### src/rtl/timer_cmp_pkg.sv
package timer_cmp_pkg;

    typedef enum logic {
        SEL_COUNT   = 1'b0,
        SEL_COMPARE = 1'b1
    } tmr_sel_e;

    typedef struct packed {
        logic load_count;
        logic load_compare;
    } tmr_wr_t;

    function automatic tmr_wr_t decode_write(input logic wr_en, input tmr_sel_e sel);
        tmr_wr_t w;
        w.load_count   = wr_en && (sel == SEL_COUNT);
        w.load_compare = wr_en && (sel == SEL_COMPARE);
        return w;
    endfunction

endpackage

### src/rtl/tmr_count_reg.sv
module tmr_count_reg #(
    parameter int CNT_W = 32
) (
    input  logic             clk,
    input  logic             rst,
    input  logic             tick_en,
    input  logic             load,
    input  logic [CNT_W-1:0] load_val,
    output logic [CNT_W-1:0] count
);
    localparam logic [CNT_W-1:0] STEP = CNT_W'(1);

    logic [CNT_W-1:0] count_q;

    // Software load wins over the tick; wrap is natural modulo arithmetic.
    always_ff @(posedge clk) begin
        if (rst)          count_q <= '0;
        else if (load)    count_q <= load_val;
        else if (tick_en) count_q <= count_q + STEP;
    end

    assign count = count_q;
endmodule

### src/rtl/tmr_compare_reg.sv
module tmr_compare_reg #(
    parameter int               CNT_W   = 32,
    parameter logic [CNT_W-1:0] RST_VAL = '1
) (
    input  logic             clk,
    input  logic             rst,
    input  logic             load,
    input  logic [CNT_W-1:0] load_val,
    output logic [CNT_W-1:0] target
);
    logic [CNT_W-1:0] target_q;

    always_ff @(posedge clk) begin
        if (rst)       target_q <= RST_VAL;
        else if (load) target_q <= load_val;
    end

    assign target = target_q;
endmodule

### src/rtl/tmr_irq_latch.sv
module tmr_irq_latch #(
    parameter int CNT_W = 32
) (
    input  logic             clk,
    input  logic             rst,
    input  logic [CNT_W-1:0] count,
    input  logic [CNT_W-1:0] target,
    input  logic             clear,
    output logic             irq
);
    logic hit;
    logic irq_q;

    assign hit = (count == target);

    // Clear has priority over a same-cycle hit; set is registered.
    always_ff @(posedge clk) begin
        if (rst)        irq_q <= 1'b0;
        else if (clear) irq_q <= 1'b0;
        else if (hit)   irq_q <= 1'b1;
    end

    assign irq = irq_q;
endmodule

### src/rtl/timer_cmp_unit.sv
module timer_cmp_unit
    import timer_cmp_pkg::*;
#(
    parameter int               CNT_W       = 32,
    parameter logic [CNT_W-1:0] CMP_RST_VAL = '1
) (
    input  logic             clk,
    input  logic             rst,
    input  logic             tick_en_i,
    input  logic             reg_sel_i,
    input  logic             wr_en_i,
    input  logic [CNT_W-1:0] wr_data_i,
    output logic [CNT_W-1:0] rd_data_o,
    input  logic             hw5_irq_i,
    output logic             timer_irq_o,
    output logic             irq_line7_o
);
    tmr_sel_e         sel;
    tmr_wr_t          wreq;
    logic [CNT_W-1:0] count_q;
    logic [CNT_W-1:0] cmp_q;
    logic             irq_q;

    assign sel  = tmr_sel_e'(reg_sel_i);
    assign wreq = decode_write(wr_en_i, sel);

    tmr_count_reg #(.CNT_W(CNT_W)) u_count (
        .clk      (clk),
        .rst      (rst),
        .tick_en  (tick_en_i),
        .load     (wreq.load_count),
        .load_val (wr_data_i),
        .count    (count_q)
    );

    tmr_compare_reg #(.CNT_W(CNT_W), .RST_VAL(CMP_RST_VAL)) u_compare (
        .clk      (clk),
        .rst      (rst),
        .load     (wreq.load_compare),
        .load_val (wr_data_i),
        .target   (cmp_q)
    );

    tmr_irq_latch #(.CNT_W(CNT_W)) u_irq (
        .clk    (clk),
        .rst    (rst),
        .count  (count_q),
        .target (cmp_q),
        .clear  (wreq.load_compare),
        .irq    (irq_q)
    );

    always_comb begin
        unique case (sel)
            SEL_COUNT:   rd_data_o = count_q;
            SEL_COMPARE: rd_data_o = cmp_q;
            default:     rd_data_o = count_q;
        endcase
    end

    assign timer_irq_o = irq_q;
    assign irq_line7_o = irq_q | hw5_irq_i;
endmodule

### config.mk
export PLATFORM = sky130hd
export DESIGN_NAME = timer_cmp_unit
export DESIGN_NICKNAME = d
export VERILOG_FILES = /design/src/rtl/timer_cmp_pkg.sv /design/src/rtl/tmr_count_reg.sv /design/src/rtl/tmr_compare_reg.sv /design/src/rtl/tmr_irq_latch.sv /design/src/rtl/timer_cmp_unit.sv
export SDC_FILE = /design/constraint.sdc
export NUM_CORES = 1
export LEC_CHECK = 0
export BUFFER_PORTS_ARGS = -buffer_cell sky130_fd_sc_hd__buf_2
export CORE_MARGIN = 4
export CORE_UTILIZATION = 25
export DETAILED_ROUTE_END_ITERATION = 16
export PLACE_DENSITY = 0.53
export SLEW_MARGIN = 20
export SYNTH_ARGS = -nofsm -noshare
export SYNTH_HDL_FRONTEND = slang
export SYNTH_HIERARCHICAL = 1
export SYNTH_SLANG_ARGS = --single-unit
### constraint.sdc
create_clock -name clk -period 5.3 [get_ports clk]
set_input_delay 0.53 -clock clk [delete_from_list [all_inputs] [get_ports clk]]
set_output_delay 0.53 -clock clk [all_outputs]
set_load 0.01 [all_outputs]
Word level (Yosys, flattened, before mapping):

Index checks and enable logic that the tools add are counted.

* register bits after elaboration: 65
* output and inout bits: 34

* reduce and logical (&&, ||, !) cells: 4
* bitwise logic cells: 2
* multiplexer cells: 3
* add/sub/neg operators: 1
* equality and inequality tests: 1

Operators with widths (count)
* $mux W32: 2
* $pmux W32 S2: 1
* $add A32 B1 Y32 const B: 1
* $eq A32 B32 Y1: 1
* $logic_and A1 B1 Y1: 2
* $reduce_bool A2 Y1: 1
* $reduce_or A2 Y1: 1
* $not A1 Y1: 1
* $or A1 B1 Y1: 1

Longest topological paths before layout:

Gate-level depths: netlist of run 1.

* word-level depth: 3
* depth in mapped cells: 8

By module:

Netlist of run 1, hierarchy kept.

Modules (own cells, without submodules)
* tmr_count_reg: seq. area each 640.6 um2, area an instance 1924.3 um2, cells an instance 241, instances 1
* tmr_compare_reg: seq. area each 640.6 um2, area an instance 1199.9 um2, cells an instance 106, instances 1
* timer_cmp_unit: seq. area each 0.0 um2, area an instance 550.5 um2, cells an instance 39, instances 1
* tmr_irq_latch: seq. area each 20.0 um2, area an instance 377.9 um2, cells an instance 45, instances 1

Least setup slack after synthesis of run 1:

Ideal clock, no wire load.

* path type: input to register
* from: in reg_sel_i
* to: reg u_count.count_q[26], in the netlist u_count/count[26]
* path buffers: 4
* setup time: 0.115 ns
* data arrival time: 1.952 ns
* stages: 7
* data required time: 5.185 ns
* slack: 3.233 ns
* cell sequence: buf_6 buf_8 nor2b_1 clkbuf_1 clkbuf_1 nor2_1 a2111oi_0

RTL lines
* start: declaration: RTL line timer_cmp_unit.sv:10 `input logic reg_sel_i,`
* end signal: assignment: RTL line tmr_count_reg.sv:18 `else if (load) count_q <= load_val;`
* end signal: assignment: RTL line tmr_count_reg.sv:19 `else if (tick_en) count_q <= count_q + STEP;`
* end: declaration: RTL line tmr_count_reg.sv:13 `logic [CNT_W-1:0] count_q;`

Final worst setup path of run 1:

* from: reg u_count.count_q[0], in the netlist u_count/count[0]
* to: reg u_count.count_q[16], in the netlist u_count/count[16]

* cells in the longest elaborated chain, start to end: 3

RTL lines (RTL line)
* $add A32 B1 Y32: tmr_count_reg.sv:19
* $mux W32: tmr_count_reg.sv:19
* $mux W32: tmr_count_reg.sv:18

No other way between the ends. The select of a mux whose other input is x is not followed.
A chain may end at the register's enable or synchronous reset.

==> flow_summary.toml, run 1 <==
[cells_and_area]
fin_nets = 525
layout-drive-gt1-share_pct = 27.09
design_area_mm2 = 0.004818
area.growth.synth_to_final_pct = 18.89
antenna_cells = 0

[logic_synthesis]
synth.area.top_cells = "dfxtp_1 (32%), mux2_4 (10%), xnor2_1 (8.2%), a211o_1 (6.9%), nor2b_1 (4.9%)"
yosys_warnings = 6
yosys.area_share.adder_pct = 0.3087
ys_async_sr_fraction_pct = 0
yosysTopAreaCell = "dfxtp_1"
ys_ff_latch = 65
synth.mux.area_fraction_pct = 11.73
synth_nets = 470
synth-simple-area-share_pct = 22.97
netlist_area_mm2 = 0.004053
syn_avg_cell_area_um2 = 9.403
synthXorXnorAreaFrac_pct = 9.293
seq_area_frac_synth_pct = 32.11
synth_top_family_by_area = "simple AND/OR/NAND/NOR gates"
synth-compound-area-share_pct = 17.20
synth-main-ff-cell = "dfxtp_1"
postSynthCellCount = 431
synth_cell_types = 54
synth_top_area_share_pct = 32.11
synth-edff-count = 0

[clock_network]
path_clk_slew_ns = 0.05
clock-root-buffer = "clkbuf_16"
cts_resized = 0
post-cts-setup-buffers = 0
clock_latency_ns = 0.33
clock_sinks = 65
cts_buffer_depth = 2
ctsHoldBuffers = 0
numCtsBuffers = 9
cts_tree = "built"
htreeDepth = 3

[timing]
final-setup-viol-count = 0
setup_tns_ns = 0
skew_ns = 0.005920
hold_viol = 0
finalMaxSlewViolations = 0
postLayoutSetupSlackWorst_ns = 2.773
max-slew-margin-rel_pct = 48.23
period_share_pct = 47.69
post-route-min-period_ns = 2.527
hold-worst-slack_ns = 0.4238
grt_setup_unrepaired = "no"
max_freq_ghz = 0.3957
worst-slew-pin-transition_ns = 0.7766

[grt]
grt_pass1_vias = 3353
grt_pass1_wl_um = 18520
antenna_found_initial = 0
grt-ovfl-total = 0
grt_usage_pct = 13.00
grt_max_degree = 70

[floorplanning]
coreArea_mm2 = 0.01589
die_x_um = 135.3
fp.dieH_um = 135.3
ios = 72
placementRows = 46
initial_core_util_pct = 25.51
die_area_mm2 = 0.01831

[pwr]
total_power_mw = 1.427
leakage_nw = 1.770
power_per_cell_area_mw_per_mm2 = 296.2
vdd_drop_max_mv = 0.1604

[critical_path]
cp.required_ns = 5.52
start_kind = "flop"
path_class = "flop to flop"
path_buf_inv = 0
cp.arrival_ns = 2.75
crit_cells = 5
endpoint_kind = "flop"
critPathSlowestCell = "or4_1"
rr_startpoint = "u_count/count[0]"
critPathMaxFanout = 8
path_common_cell = "or4_1"
regToRegSetupSlack_ns = 2.77
r2r_cells = 5
path_delay_family = "simple AND/OR/NAND/NOR gates"
timing.rr.end = "u_count/count[16]"
slowest_delay_ns = 0.60
cp_cell_sequence = "ha_1 > nand2_1 > or4_1 > or4_1 > a311oi_1"

[min_path]
holdPathEnd = "u_compare/target[3]"
min_path_type = "input port to flop"
holdPathStages = 2
min_from = "wr_data_i[3]"

[placement]
place_ws_ns = 2.522
gp_congestion = 0.8118
portBuffers = 71
dpl_cell_area_mm2 = 0.004509
dpl.hpwl_um = 8476

[routing]
via_per_inst = 4.965
drc = 0
num_vias = 3510
dr.pass1.iters = 4
drt.antenna.violating_nets = 0
wl_um = 11990
wl_per_cell_um = 16.96
drt_iter0_drc = 221

[run_status]
status = "complete, no violations"

[flow_run]
maxCapViolations = 0
-- layout by cell type, fill, tap and decap left out, types with 14 or more instances in the layout --
master and instances:
mux2_4 28, nand4_1 19, dfxtp_1 65, a211o_1 32, buf_2 71, nor2_1 28, xnor2_1 38, nor2b_1 31
nand2_1 14
-- worst max path at each step --
stage / from / slack [ns] / end
after floorplan: reg_sel_i / 3.23 / u_count/count[26]
after global placement: reg_sel_i / 2.59 / u_compare/target[27]
after detailed placement: reg_sel_i / 2.52 / u_compare/target[28]
after CTS: u_count/count[1] / 2.81 / u_count/count[16]
after global routing: u_count/count[1] / 2.60 / u_count/count[16]
final: u_count/count[0] / 2.77 / u_count/count[16]
-- cell type report --
| cell class | instances | area (um2) |
|---|---|---|
| clock inverter | 2 | 35.03 |
| fill | 1716 | 11070 |
| tap | 216 | 270.3 |
| multi-input combinational | 322 | 2496 |
| clock buffer | 14 | 274.0 |
| sequential | 65 | 1301 |
| inverter | 11 | 41.29 |
| timing repair buffer | 77 | 400.4 |
-- through the flow --
step | std cells | utilization (%)
5_1_grt | 707 | 30.33
2_1_floorplan | 431 | -
4_1_cts | 707 | 30.33
6_report | 707 | 30.33
3_5_place_dp | 691 | 28.39
3_3_place_gp | 691 | 28.39
-- registers in the layout, indices dropped and copies added, names as in the netlist --
register / flops
u_count/count: 32
u_irq/irq: 1
u_compare/target: 32
-- worst register-to-register path, cell delays in order, from the launching register on --
cell	delay, ns
dfxtp_1	0.51
ha_1	0.34
nand2_1	0.19
or4_1	0.60
or4_1	0.45
a311oi_1	0.32
-- logic make-up after synthesis --
| logic type | after synthesis |
|---|---|
| flops | 65 |
| compound gates | 88 |
| fa+ha+maj | 1 |
| buf+inv | 44 |
| simple gates | 157 |
| mux | 33 |
| xor+xnor | 43 |
-- synthesized netlist by cell type (all sizes together), types with 2 or more instances --
master / number
xor2: 5
nor4b: 2
dfxtp: 65
a311oi: 10
mux2: 32
nand4: 20
nor3b: 5
o211ai: 2
buf: 15
nor4: 11
nor3: 5
or3: 5
a211o: 32
and3: 4
or2: 2
a21oi: 7
inv: 10
or4: 7
nor2b: 32
a211oi: 12
xnor2: 38
o311ai: 2
nand2: 14
and4: 4
clkbuf: 18
o31ai: 4
and2: 2
nor2: 28
o21ai: 6
a2111oi: 7
nand3: 14
-- layer usage --
metal / GRT usage, % / up-vias / wire, um
met3: 3.492 / 15 / 743
met4: 4.591 / 0 / 262
li1: - / 1720 / -
met1: 16.97 / 1680 / 5397
met5: 0 / - / 0
met2: 20.69 / 95 / 5588
-- where the power goes --
part	total [mW]	switching, mW	internal, mW
sequential	0.570	0.0474	0.523
clock	0.614	0.212	0.402
combinational	0.243	0.119	0.124
Note: power is estimated with default switching activity, not from simulation.
==> run 2: changes to the inputs <==
Settings changed: PLACE_DENSITY 0.53 to 0.54.
Clock period 5.3 ns to 2.3 ns, I/O delays scaled along.
==> run 2 against run 1 <==
Against the previous run: final cell count rose by 2.7%; fmax increased by 19%; total power is 130% higher; register-to-register slack got worse by 2.6 ns; clock-buffer cell count is the same; sequential cell count did not move; design area is 2.7% higher; clock power increased by 120%; highest routed layer unchanged; sequential share of layout area decreased by 0.72 points.
==> flow_summary.toml, run 2 (same netlist as run 1, synthesis figures left out) <==
[routing]
wl_um = 12060
drc = 0
num_vias = 3562
wl_per_cell_um = 16.61
drt_iter0_drc = 252
drt.antenna.violating_nets = 0
via_per_inst = 4.906
dr.pass1.iters = 4

[placement]
portBuffers = 71
gp_congestion = 0.8678
dpl.hpwl_um = 9157

[critical_path]
cp.arrival_ns = 2.34
regToRegSetupSlack_ns = 0.18
start_kind = "flop"
critPathLaunch = "u_count/count[5]"
endpoint_kind = "flop"
critPathMaxFanout = 8
cp.required_ns = 2.52
rr_startpoint = "u_count/count[5]"
path_class = "flop to flop"
timing.rr.end = "u_count/count[16]"
cp-endpoint = "u_count/count[16]"
r2r_cells = 4

[flow_run]
maxCapViolations = 0

[clock_network]
cts_buffer_depth = 2
clock_sinks = 65
path_clk_slew_ns = 0.05
post-cts-setup-buffers = 0
numCtsBuffers = 9
cts_tree = "built"
clock-root-buffer = "clkbuf_16"
clock_latency_ns = 0.33
htreeDepth = 3

[timing]
finalMaxSlewViolations = 0
hold_viol = 0
worst-slew-pin-transition_ns = 0.6181
post-route-min-period_ns = 2.118
final-setup-viol-count = 0
max_freq_ghz = 0.4722
setup_tns_ns = 0
max-slew-margin-rel_pct = 58.80
period_share_pct = 92.07
skew_ns = 0.004481
grt_setup_unrepaired = "no"

[cells_and_area]
area.growth.synth_to_final_pct = 22.14
final_cell_mix = "buf_2 (71), dfxtp_1 (65), xnor2_1 (38)"
fillers = 1743
layout_commonest_cell = "buf_2"
register_area_mm2 = 0.001301
fin_nets = 544
multi_input_area_mm2 = 0.002500
antenna_cells = 0
layout-drive-gt1-share_pct = 30.20

[grt]
antenna_found_initial = 0
grt-busiest-layer = "met2"
grt_usage_pct = 13.33
grt_pass1_vias = 3489
grt-ovfl-total = 0
grt_pass1_wl_um = 19100
use_met2_pct = 21.43
gr-usage-met1_pct = 17.42
use_met3_pct = 3.900
grt_max_degree = 33

[pwr]
p_sw_mw = 0.8689
switching_share_pct = 26.98
vdd_drop_max_mv = 0.3754
pwr-share-seq_pct = 40.4
leakage_nw = 1.861
power_per_cell_area_mw_per_mm2 = 650.7
p_comb_share_pct = 18.4
power.internal_mw = 2.352
pwr-share-clk_pct = 41.2
total_power_mw = 3.221

[floorplanning]
coreArea_mm2 = 0.01589
die_area_mm2 = 0.01831
placementRows = 46
initial_core_util_pct = 25.51
die_x_um = 135.3
ios = 72
fp.dieH_um = 135.3

[min_path]
holdPathStages = 2
min_path_type = "input port to flop"

[run_status]
status = "complete, no violations"
## run 2: cell count changes in the layout (fill, tap and decap cells not counted), sizes merged
cell    previous run  this run
buf               77        96
bufinv             1         0
clkinv             2         3
## run 2: worst max-delay path, cell delays in order, from the launching register on
cell and delay [ns]:
dfxtp_1 0.50, nand4_4 0.17, or4_4 0.60, or4_1 0.42, a311oi_1 0.31
## run 2: per-stage QoR
step           utilization, %  worst slack, ns  hold slack [ns]  std cells  area [um2]
3_5_place_dp            29.28           0.1273           0.4590        710        4652
3_3_place_gp            29.28           0.2154           0.4549        710        4652
4_1_cts                 31.14           0.1219           0.1055        726        4946
2_1_floorplan               -           0.2826           0.3009        431        4053
5_1_grt                 31.16          0.05863           0.1119        726        4950
6_report                31.16           0.1825           0.1200        726        4950
## run 2: how the worst min path moves through the flow
stage                        startpoint  slack [ns]              endpoint
after floorplan                     rst        0.30             u_irq/irq
after global placement     wr_data_i[2]        0.45   u_compare/target[2]
after detailed placement  wr_data_i[11]        0.46  u_compare/target[11]
after CTS                 wr_data_i[14]        0.11  u_compare/target[14]
after global routing      wr_data_i[11]        0.11  u_compare/target[11]
final                      wr_data_i[4]        0.12   u_compare/target[4]
## run 2: layout make-up
cell class / count / share of cell area [%]
Tap cell: 216 / 5.460
Clock inverter: 2 / 0.2022
Sequential cell: 65 / 26.29
Timing Repair Buffer: 96 / 10.97
Multi-Input combinational cell: 322 / 50.51
Inverter: 11 / 0.8342
Clock buffer: 14 / 5.738
## run 2: power groups by stage
stage               Clock, mW  Combinational (mW)  Sequential [mW]
finish                   1.33               0.593             1.30
global route             1.42               0.650             1.31
floorplan                   0               0.400             1.31
global placement            0               0.596             1.32
CTS                      1.37               0.603             1.30
detailed placement          0               0.599             1.33
## run 2: metal layers
metal | up-vias | wire, um
met1 | 1699 | 5515
met5 | - | 0
met2 | 106 | 5676
li1 | 1755 | -
met4 | 0 | 51
met3 | 2 | 813
## run 2: what timing repair did
| item | 4_1_cts | 5_1_grt |
|---|---|---|
| resized for setup | 0 | 1 |
| endpoints found under the hold margin | 0 | 0 |
| hold buffers | 0 | 0 |
| setup endpoints to repair | 0 | 1 |
